===== src/rtl/mmu_pkg.sv =====
package mmu_pkg;

    localparam int DEF_CPU_AW     = 16;
    localparam int DEF_DATA_W     = 8;
    localparam int DEF_SLOT_BITS  = 4;
    localparam int DEF_BANK_W     = 8;
    localparam int DEF_HOST_BANKS = 16;
    localparam int DEF_EN_BIT     = 4;
    localparam int PAGE_TAG_W     = 8;

    localparam logic [DEF_CPU_AW-1:0] DEF_LATCH_ADDR = 16'hEFFC;
    localparam logic [DEF_CPU_AW-1:0] DEF_WIN_BASE   = 16'hEFE0;
    localparam logic [PAGE_TAG_W-1:0] DEF_IO_PAGE    = 8'hEF;

    // I/O decode result for one CPU cycle
    typedef struct packed {
        logic io_page;
        logic latch_hit;
        logic win_hit;
    } io_dec_t;

    // Which path the address took through the translator
    typedef enum logic [1:0] {
        PATH_FLAT   = 2'd0,
        PATH_IO     = 2'd1,
        PATH_BANKED = 2'd2
    } path_t;

    // Bank numbers below the host limit stay on the host machine
    function automatic logic is_host_bank(input logic [DEF_BANK_W-1:0] bank,
                                          input int unsigned limit);
        return int'(bank) < int'(limit);
    endfunction

endpackage


===== src/rtl/mmu_io_decode.sv =====
module mmu_io_decode
    import mmu_pkg::*;
#(
    parameter int                CPU_AW     = DEF_CPU_AW,
    parameter int                SLOT_BITS  = DEF_SLOT_BITS,
    parameter logic [CPU_AW-1:0] LATCH_ADDR = DEF_LATCH_ADDR,
    parameter logic [CPU_AW-1:0] WIN_BASE   = DEF_WIN_BASE,
    parameter logic [PAGE_TAG_W-1:0] IO_PAGE = DEF_IO_PAGE
) (
    input  logic [CPU_AW-1:0]    cpu_addr,
    output io_dec_t              dec,
    output logic [SLOT_BITS-1:0] win_idx
);

    localparam int PAGE_LSB = CPU_AW - PAGE_TAG_W;

    always_comb begin
        dec.io_page   = (cpu_addr[CPU_AW-1:PAGE_LSB] == IO_PAGE);
        dec.latch_hit = (cpu_addr == LATCH_ADDR);
        dec.win_hit   = (cpu_addr[CPU_AW-1:SLOT_BITS] == WIN_BASE[CPU_AW-1:SLOT_BITS]);
        win_idx       = cpu_addr[SLOT_BITS-1:0];
    end

endmodule


===== src/rtl/mmu_regfile.sv =====
module mmu_regfile
    import mmu_pkg::*;
#(
    parameter int DATA_W    = DEF_DATA_W,
    parameter int SLOT_BITS = DEF_SLOT_BITS,
    parameter int BANK_W    = DEF_BANK_W,
    parameter int EN_BIT    = DEF_EN_BIT
) (
    input  logic                 clk,
    input  logic                 rst,
    input  logic                 cpu_we,
    input  io_dec_t              dec,
    input  logic [SLOT_BITS-1:0] win_idx,
    input  logic [DATA_W-1:0]    cpu_wdata,
    input  logic [SLOT_BITS-1:0] slot_sel,
    output logic                 map_en,
    output logic [BANK_W-1:0]    bank
);

    localparam int NSLOT = 1 << SLOT_BITS;

    logic [DATA_W-1:0] latch_q;
    logic [BANK_W-1:0] bank_q [NSLOT];

    // Control latch
    always_ff @(posedge clk) begin
        if (rst) begin
            latch_q <= '0;
        end else if (cpu_we && dec.latch_hit) begin
            latch_q <= cpu_wdata;
        end
    end

    assign map_en = latch_q[EN_BIT];

    // One mapping register per slot, reset to identity
    for (genvar g = 0; g < NSLOT; g++) begin : g_slot
        localparam logic [BANK_W-1:0] RST_BANK = BANK_W'(g);
        always_ff @(posedge clk) begin
            if (rst) begin
                bank_q[g] <= RST_BANK;
            end else if (cpu_we && dec.win_hit && (win_idx == SLOT_BITS'(g))) begin
                bank_q[g] <= cpu_wdata[BANK_W-1:0];
            end
        end
    end

    assign bank = bank_q[slot_sel];

endmodule


===== src/rtl/mmu_xlate.sv =====
module mmu_xlate
    import mmu_pkg::*;
#(
    parameter int CPU_AW     = DEF_CPU_AW,
    parameter int SLOT_BITS  = DEF_SLOT_BITS,
    parameter int BANK_W     = DEF_BANK_W,
    parameter int HOST_BANKS = DEF_HOST_BANKS
) (
    input  logic [CPU_AW-1:0]                    cpu_addr,
    input  logic                                 map_en,
    input  logic                                 io_page,
    input  logic [BANK_W-1:0]                    bank,
    output logic [BANK_W+CPU_AW-SLOT_BITS-1:0]   phys_addr,
    output logic                                 host_sel,
    output path_t                                path
);

    localparam int OFF_W = CPU_AW - SLOT_BITS;
    localparam int PA_W  = BANK_W + OFF_W;

    always_comb begin
        if (!map_en) begin
            path = PATH_FLAT;
        end else if (io_page) begin
            path = PATH_IO;
        end else begin
            path = PATH_BANKED;
        end

        unique case (path)
            PATH_BANKED: begin
                phys_addr = {bank, cpu_addr[OFF_W-1:0]};
                host_sel  = is_host_bank(DEF_BANK_W'(bank), HOST_BANKS);
            end
            default: begin
                phys_addr = PA_W'(cpu_addr);
                host_sel  = 1'b1;
            end
        endcase
    end

endmodule


===== src/rtl/banked_mmu.sv =====
module banked_mmu
    import mmu_pkg::*;
#(
    parameter int                CPU_AW     = DEF_CPU_AW,
    parameter int                DATA_W     = DEF_DATA_W,
    parameter int                SLOT_BITS  = DEF_SLOT_BITS,
    parameter int                BANK_W     = DEF_BANK_W,
    parameter int                HOST_BANKS = DEF_HOST_BANKS,
    parameter int                EN_BIT     = DEF_EN_BIT,
    parameter logic [CPU_AW-1:0] LATCH_ADDR = DEF_LATCH_ADDR,
    parameter logic [CPU_AW-1:0] WIN_BASE   = DEF_WIN_BASE,
    parameter logic [PAGE_TAG_W-1:0] IO_PAGE = DEF_IO_PAGE,
    localparam int               PA_W       = BANK_W + CPU_AW - SLOT_BITS
) (
    input  logic              clk,
    input  logic              rst,
    input  logic [CPU_AW-1:0] cpu_addr,
    input  logic              cpu_we,
    input  logic [DATA_W-1:0] cpu_wdata,
    output logic [PA_W-1:0]   phys_addr,
    output logic              host_sel,
    output logic              map_active
);

    io_dec_t              dec;
    logic [SLOT_BITS-1:0] win_idx;
    logic [BANK_W-1:0]    bank;
    logic                 map_en;
    path_t                path;

    mmu_io_decode #(
        .CPU_AW    (CPU_AW),
        .SLOT_BITS (SLOT_BITS),
        .LATCH_ADDR(LATCH_ADDR),
        .WIN_BASE  (WIN_BASE),
        .IO_PAGE   (IO_PAGE)
    ) u_dec (
        .cpu_addr(cpu_addr),
        .dec     (dec),
        .win_idx (win_idx)
    );

    mmu_regfile #(
        .DATA_W   (DATA_W),
        .SLOT_BITS(SLOT_BITS),
        .BANK_W   (BANK_W),
        .EN_BIT   (EN_BIT)
    ) u_regs (
        .clk      (clk),
        .rst      (rst),
        .cpu_we   (cpu_we),
        .dec      (dec),
        .win_idx  (win_idx),
        .cpu_wdata(cpu_wdata),
        .slot_sel (cpu_addr[CPU_AW-1 -: SLOT_BITS]),
        .map_en   (map_en),
        .bank     (bank)
    );

    mmu_xlate #(
        .CPU_AW    (CPU_AW),
        .SLOT_BITS (SLOT_BITS),
        .BANK_W    (BANK_W),
        .HOST_BANKS(HOST_BANKS)
    ) u_xlate (
        .cpu_addr (cpu_addr),
        .map_en   (map_en),
        .io_page  (dec.io_page),
        .bank     (bank),
        .phys_addr(phys_addr),
        .host_sel (host_sel),
        .path     (path)
    );

    assign map_active = map_en;

endmodule


===== config.mk =====
export PLATFORM = sky130hd
export DESIGN_NAME = banked_mmu
export DESIGN_NICKNAME = d
export VERILOG_FILES = /design/src/rtl/mmu_pkg.sv /design/src/rtl/mmu_io_decode.sv /design/src/rtl/mmu_regfile.sv /design/src/rtl/mmu_xlate.sv /design/src/rtl/banked_mmu.sv
export SDC_FILE = /design/constraint.sdc
export NUM_CORES = 1
export LEC_CHECK = 0
export BUFFER_PORTS_ARGS = -buffer_cell sky130_fd_sc_hd__buf_2
export CORE_MARGIN = 8
export CORE_UTILIZATION = 30
export CTS_CLUSTER_SIZE = 8
export DETAILED_ROUTE_END_ITERATION = 6
export SYNTH_ARGS = -nofsm -noshare
export SYNTH_HDL_FRONTEND = slang
export SYNTH_SLANG_ARGS = --single-unit

===== constraint.sdc =====
create_clock -name clk -period 4.7 [get_ports clk]
set_input_delay 0.94 -clock clk [delete_from_list [all_inputs] [get_ports clk]]
set_output_delay 0.94 -clock clk [all_outputs]
set_load 0.02 [all_outputs]

# After elaboration in Yosys (flattened, before gate mapping)
# Memory sizes are Yosys's and may differ from the RTL's.
# Cells that the tools add are included.
dict set report op_classes {
  magnitude_cmp 1
  n_eq_ne 19
  n_mux 70
  n_bitwise 16
  n_reduce_logical 19
}
# operator n
set ops {}
lappend ops {{$mux 8} 16}
lappend ops {{$mux 1} 51}
lappend ops {{$eq 4x4->1 const B} 8}
lappend ops {{$mux 20} 1}
lappend ops {{$logic_and 1x1->1} 18}
lappend ops {{$eq 16x16->1 const B} 1}
lappend ops {{$eq 4x3->1 const B} 4}
lappend ops {{$or 1x1->1} 16}
lappend ops {{$eq 12x12->1 const B} 1}
lappend ops {{$eq 4x2->1 const B} 2}
lappend ops {{$eq 8x8->1 const B} 1}
lappend ops {{$lt 8x5->1 const B} 1}
lappend ops {{$eq 4x1->1 const B} 1}
lappend ops {{$logic_not 4->1} 1}
lappend ops {{$mux 2} 2}
lappend ops {{$eq 2x2->1 const B} 1}
dict set report totals {
  regBits 5
  ram_bits 128
  input_bits 27
  output_inout_bits 22
  word_cells 127
  n_memories 1
}
# name words word_bits rd rd_ports_with_merged_regs write_ports line_no
set mem_list {}
lappend mem_list {u_regs.bank_q 16 8 1 0 16 mmu_regfile.sv:23} ;# logic [BANK_W-1:0] bank_q [NSLOT];

# Depth between registers and ports, before layout
dict set report depth {
  depth_word 7
  depth_mapped 8
  depth_no_buf 5
}

# Modules after synthesis
# From an unflattened synthesis, not the netlist that was laid out.
dict set report hier_totals {
  hier_cells 465
  area_unflattened_um2 6254.7
}
# module n_inst cells_each area_each_um2 seq_area_each_um2
set modules_own_cells {}
lappend modules_own_cells {mmu_regfile 1 429 5919.4 3863.7}
lappend modules_own_cells {mmu_xlate 1 24 221.5 0.0}
lappend modules_own_cells {mmu_io_decode 1 12 113.9 0.0}

# Worst setup path after synthesis
# No wires, ideal clock.
dict set report synth_timing {
  path_type {input port to output port}
  start {input port cpu_addr[13]}
  end {output port host_sel}
  t_arrival_ps 2805
  path_slack_ps 955
  cell_stages 7
  path_buffers 2
  cell_sequence {buf_2 > buf_1 > mux4_2 > mux2_2 > nand2_1 > o21ai_0 > o31ai_1}
}
dict set report synth_between {
  elab_chain_cells 5
  word_cells_on_any_way 7
  classes_between {order compare: 1; eq/ne: 2; mux: 3; memory: 1}
}
# item line_no
set synth_rtl {}
lappend synth_rtl {{from (decl)} banked_mmu.sv:17} ;# input logic [CPU_AW-1:0] cpu_addr,
lappend synth_rtl {{parallel branches: the longest is 4 deep, another holds $mem_v2 16x8} -}
lappend synth_rtl {{$mux 1 (*)} mmu_xlate.sv:30} ;# unique case (path)
lappend synth_rtl {{to (decl)} banked_mmu.sv:21} ;# output logic host_sel,
# Mark *: on every way between the ends.

# Worst setup path in the final report
dict set report layout_timing {
  start {input port cpu_addr[12]}
  end {output port host_sel}
}
# Same word-level chain as after synthesis.

==> results.py <==
metrics = {
    "logic_synthesis": {
        "yosysMostFrequentCell": "edfxtp_1",
        "postSynthNetCount": 454,
        "synthTopCellsByCount": "edfxtp_1 (128), and2_1 (99), mux4_2 (30)",
        "synth_compound_gate_area_share_pct": 3.41,
        "yosys.area_share.adder_pct": 0,
        "yosysWarnings": 0,
        "synth_top_cells_by_area": "edfxtp_1 (62%), mux4_2 (11%), and2_1 (9.9%)",
        "synthesis.instances": 427,
        "largest_family_of_logic_cells_by_synthesized_area": "simple AND/OR/NAND/NOR gates",
        "synth.ff_latch_count": 129,
        "synthDominantAreaCellType": "edfxtp_1",
        "synthArstFlopShare_pct": 0,
        "fraction_of_post_synthesis_cell_area_in_the_top_cell_type_by_area_pct": 61.7,
        "number_of_flops_mapped_to_enable_cells_by_yosys": 128,
        "muxShareOfSynthArea_pct": 13.7,
        "ys_seq_area_share_pct": 62.0,
        "synth.distinct_cells": 33,
        "synth_simple_gate_area_share_pct": 17.1,
        "synthesis.area_sq_mm": 0.00623,
        "dominantRegCellSynth": "edfxtp_1",
        "postSynthAreaPerCell_sq_um": 14.6,
        "area_share_of_xor_xnor_cells_in_the_synthesized_design_pct": 0,
    },
    "critical_path": {
        "setup.worst_path.start": "cpu_addr[12]",
        "timing.critical_path.cells": "buf_2, buf_4, mux4_2, a22oi_1, nand4_1, o31ai_1, buf_2",
        "worst-endpoint-arrival_ns": 3.32,
        "crit_path_top_delay_cell": "buf_2",
        "nature_of_the_critical_path_endpoint": "output port",
        "setup.worst_path.start_class": "primary input",
        "critPathMaxStageDelay_ns": 0.68,
        "path_class": "primary input to output port",
        "worst_ep_required_time_ns": 3.76,
        "timing.critical_path.fanout_max": 26,
        "timing.critical_path.mode_cell": "buf_2",
        "regToRegStartpoint": "u_regs.latch_q[4]",
    },
    "flow_run": {
        "max_cap_violations": 0,
    },
    "timing": {
        "finalSetupViolations": 0,
        "relSlewSlack_pct": 39.6,
        "setup-tns-final_ns": 0,
        "timing.final.crit_share_pct": 90.7,
        "finalCriticalPeriod_ns": 4.26,
        "fin_skew_ns": 0,
        "finalHoldViolCount": 0,
        "rsz_0062_raised_after_global_routing": "no",
        "timing.fmax_mhz": 235,
        "whs_ns": 0.557,
        "drv_slew": 0,
        "slew_at_the_pin_closest_to_its_max_slew_limit_ns": 0.906,
        "layout_setup_ws_ns": 0.439,
    },
    "routing": {
        "detail_route.vias_per_cell": 4.92,
        "route.detailed.wl_per_inst_um": 20.8,
        "initialDrtViolationCount": 199,
        "total_vias_in_the_final_route": 3704,
        "drt_wl_total_mm": 15.6,
        "drt_pass1_iterations": 5,
        "detail-route-antenna-nets": 0,
        "drcViolationCount": 0,
    },
    "clock_tree": {
        "numClockSinks": 129,
        "postcts_resize_cnt": 0,
        "cts.hold.buffers_added": 0,
        "insertion_delay_ns": 0.41,
        "tritoncts.num_buffers": 17,
        "cts_root_buffer": "clkbuf_16",
        "tritoncts": "yes",
        "post_cts.repair.setup_buffers": 0,
        "clkSlewWorstSetupHoldPaths_ns": 0.05,
        "cts_buffer_depth": 2,
        "htree_levels": 4,
    },
    "final_layout": {
        "area_growth_syn_to_layout_pct": 16.8,
        "share_of_post_route_cells_with_drive_strength_above_1_pct": 26.9,
        "final_cell_area_sq_mm": 0.00728,
        "ant_diodes": 0,
        "utilization_pct": 35.8,
        "design.final.nets": 500,
        "stdcell_count": 753,
    },
    "placement": {
        "gp_congestion": 0.817,
        "dp_hpwl_mm": 11.1,
        "port_buffers": 48,
        "dp_cells": 724,
        "dpl-instance-area_sq_mm": 0.00672,
        "pre_cts_slack_ns": 0.359,
    },
    "floorplan": {
        "fp.dieH_um": 160,
        "dieWidth_um": 160,
        "initial_utilization_pct": 30.7,
        "io_pins": 49,
        "core_area_sq_mm": 0.0203,
        "die_area_sq_mm": 0.0256,
        "fp-row-count": 52,
    },
    "min_path": {
        "min_delay_path_class": "flop to flop",
        "worst_hold_start": "u_regs.latch_q[4]",
    },
    "global_route": {
        "grt-ovfl-total": 0,
        "grt_pass1_wl_mm": 23.7,
        "antenna_found_initial": 2,
        "overall_global_routing_usage_pct": 12.3,
        "vias_in_the_first_global_route": 3856,
        "maximum_number_of_pins_on_one_net_before_global_route_repair": 27,
    },
    "run_status": {
        "status": "finished, final reports clean",
    },
    "power": {
        "worst_ir_drop_vdd_mv": 0.248,
        "cellPowerDensity_mw_per_mm2": 385,
        "power_leakage_nw": 2.52,
        "fin_total_pwr_mw": 2.81,
    },
}
==> worst max-delay path: cells and delay by family <==
kind	cells	cell delay, ns
buffers and inverters	3	1.28
AOI/OAI and AO/OA	2	0.42
and+or+nand+nor	1	0.13
muxes	1	0.54
==> worst paths after layout <==
check	endpoint	slack, ns	depth (start not counted)
hold / removal	u_regs.latch_q[4]	0.56	2
setup reg to reg	u_regs.latch_q[4]	4.07	2
hold reg to reg	u_regs.latch_q[4]	0.56	2
setup / recovery	host_sel	0.44	7
==> cells in the final DEF, fill, tap and decap left out, drive strengths merged, types with 4 or more instances in the layout <==
cell type and count:
clkbuf 19, buf 66, and2 99, inv 4
edfxtp 128, o21ai 17, nand2 7, a21oi 4
nand2b 16, o31ai 5, nor3 4, mux4 30
nor2 15, mux2 5, mux2i 12, nand4 4
or3 21, clkinv 7, a221oi 4
==> where the power goes <==
group          internal [mW]  switching, mW
Sequential              1.32         0.0179
Clock                  0.812          0.446
Combinational         0.0843          0.125
==> logic make-up after synthesis <==
kind of cell    Yosys count
compound gates           35
buf+inv                  43
flops                   129
mux                      47
simple gates            173
==> sequential cells by signal (all words and copies together) (netlist names) <==
name            flops
u_regs.bank_q     128
u_regs.latch_q      1
==> layout make-up <==
| type | count | area [sq um] |
|---|---|---|
| clock buffer | 19 | 433 |
| clock inverter | 10 | 120 |
| fill | 1936 | 13000 |
| inverter | 4 | 15.0 |
| multi-input combinational | 255 | 2130 |
| sequential | 129 | 3860 |
| tap | 270 | 338 |
| timing repair buffer | 66 | 375 |
==> routing by layer <==
metal  wire length (um)  vias up  global-route usage [%]
li1                   -     1679                       -
met1               6570     1852                    15.5
met2               7250      147                    19.3
met3               1530       22                    4.16
met4                254        4                    4.55
met5                 18        -                       0
(Power assumes the default switching activity.)
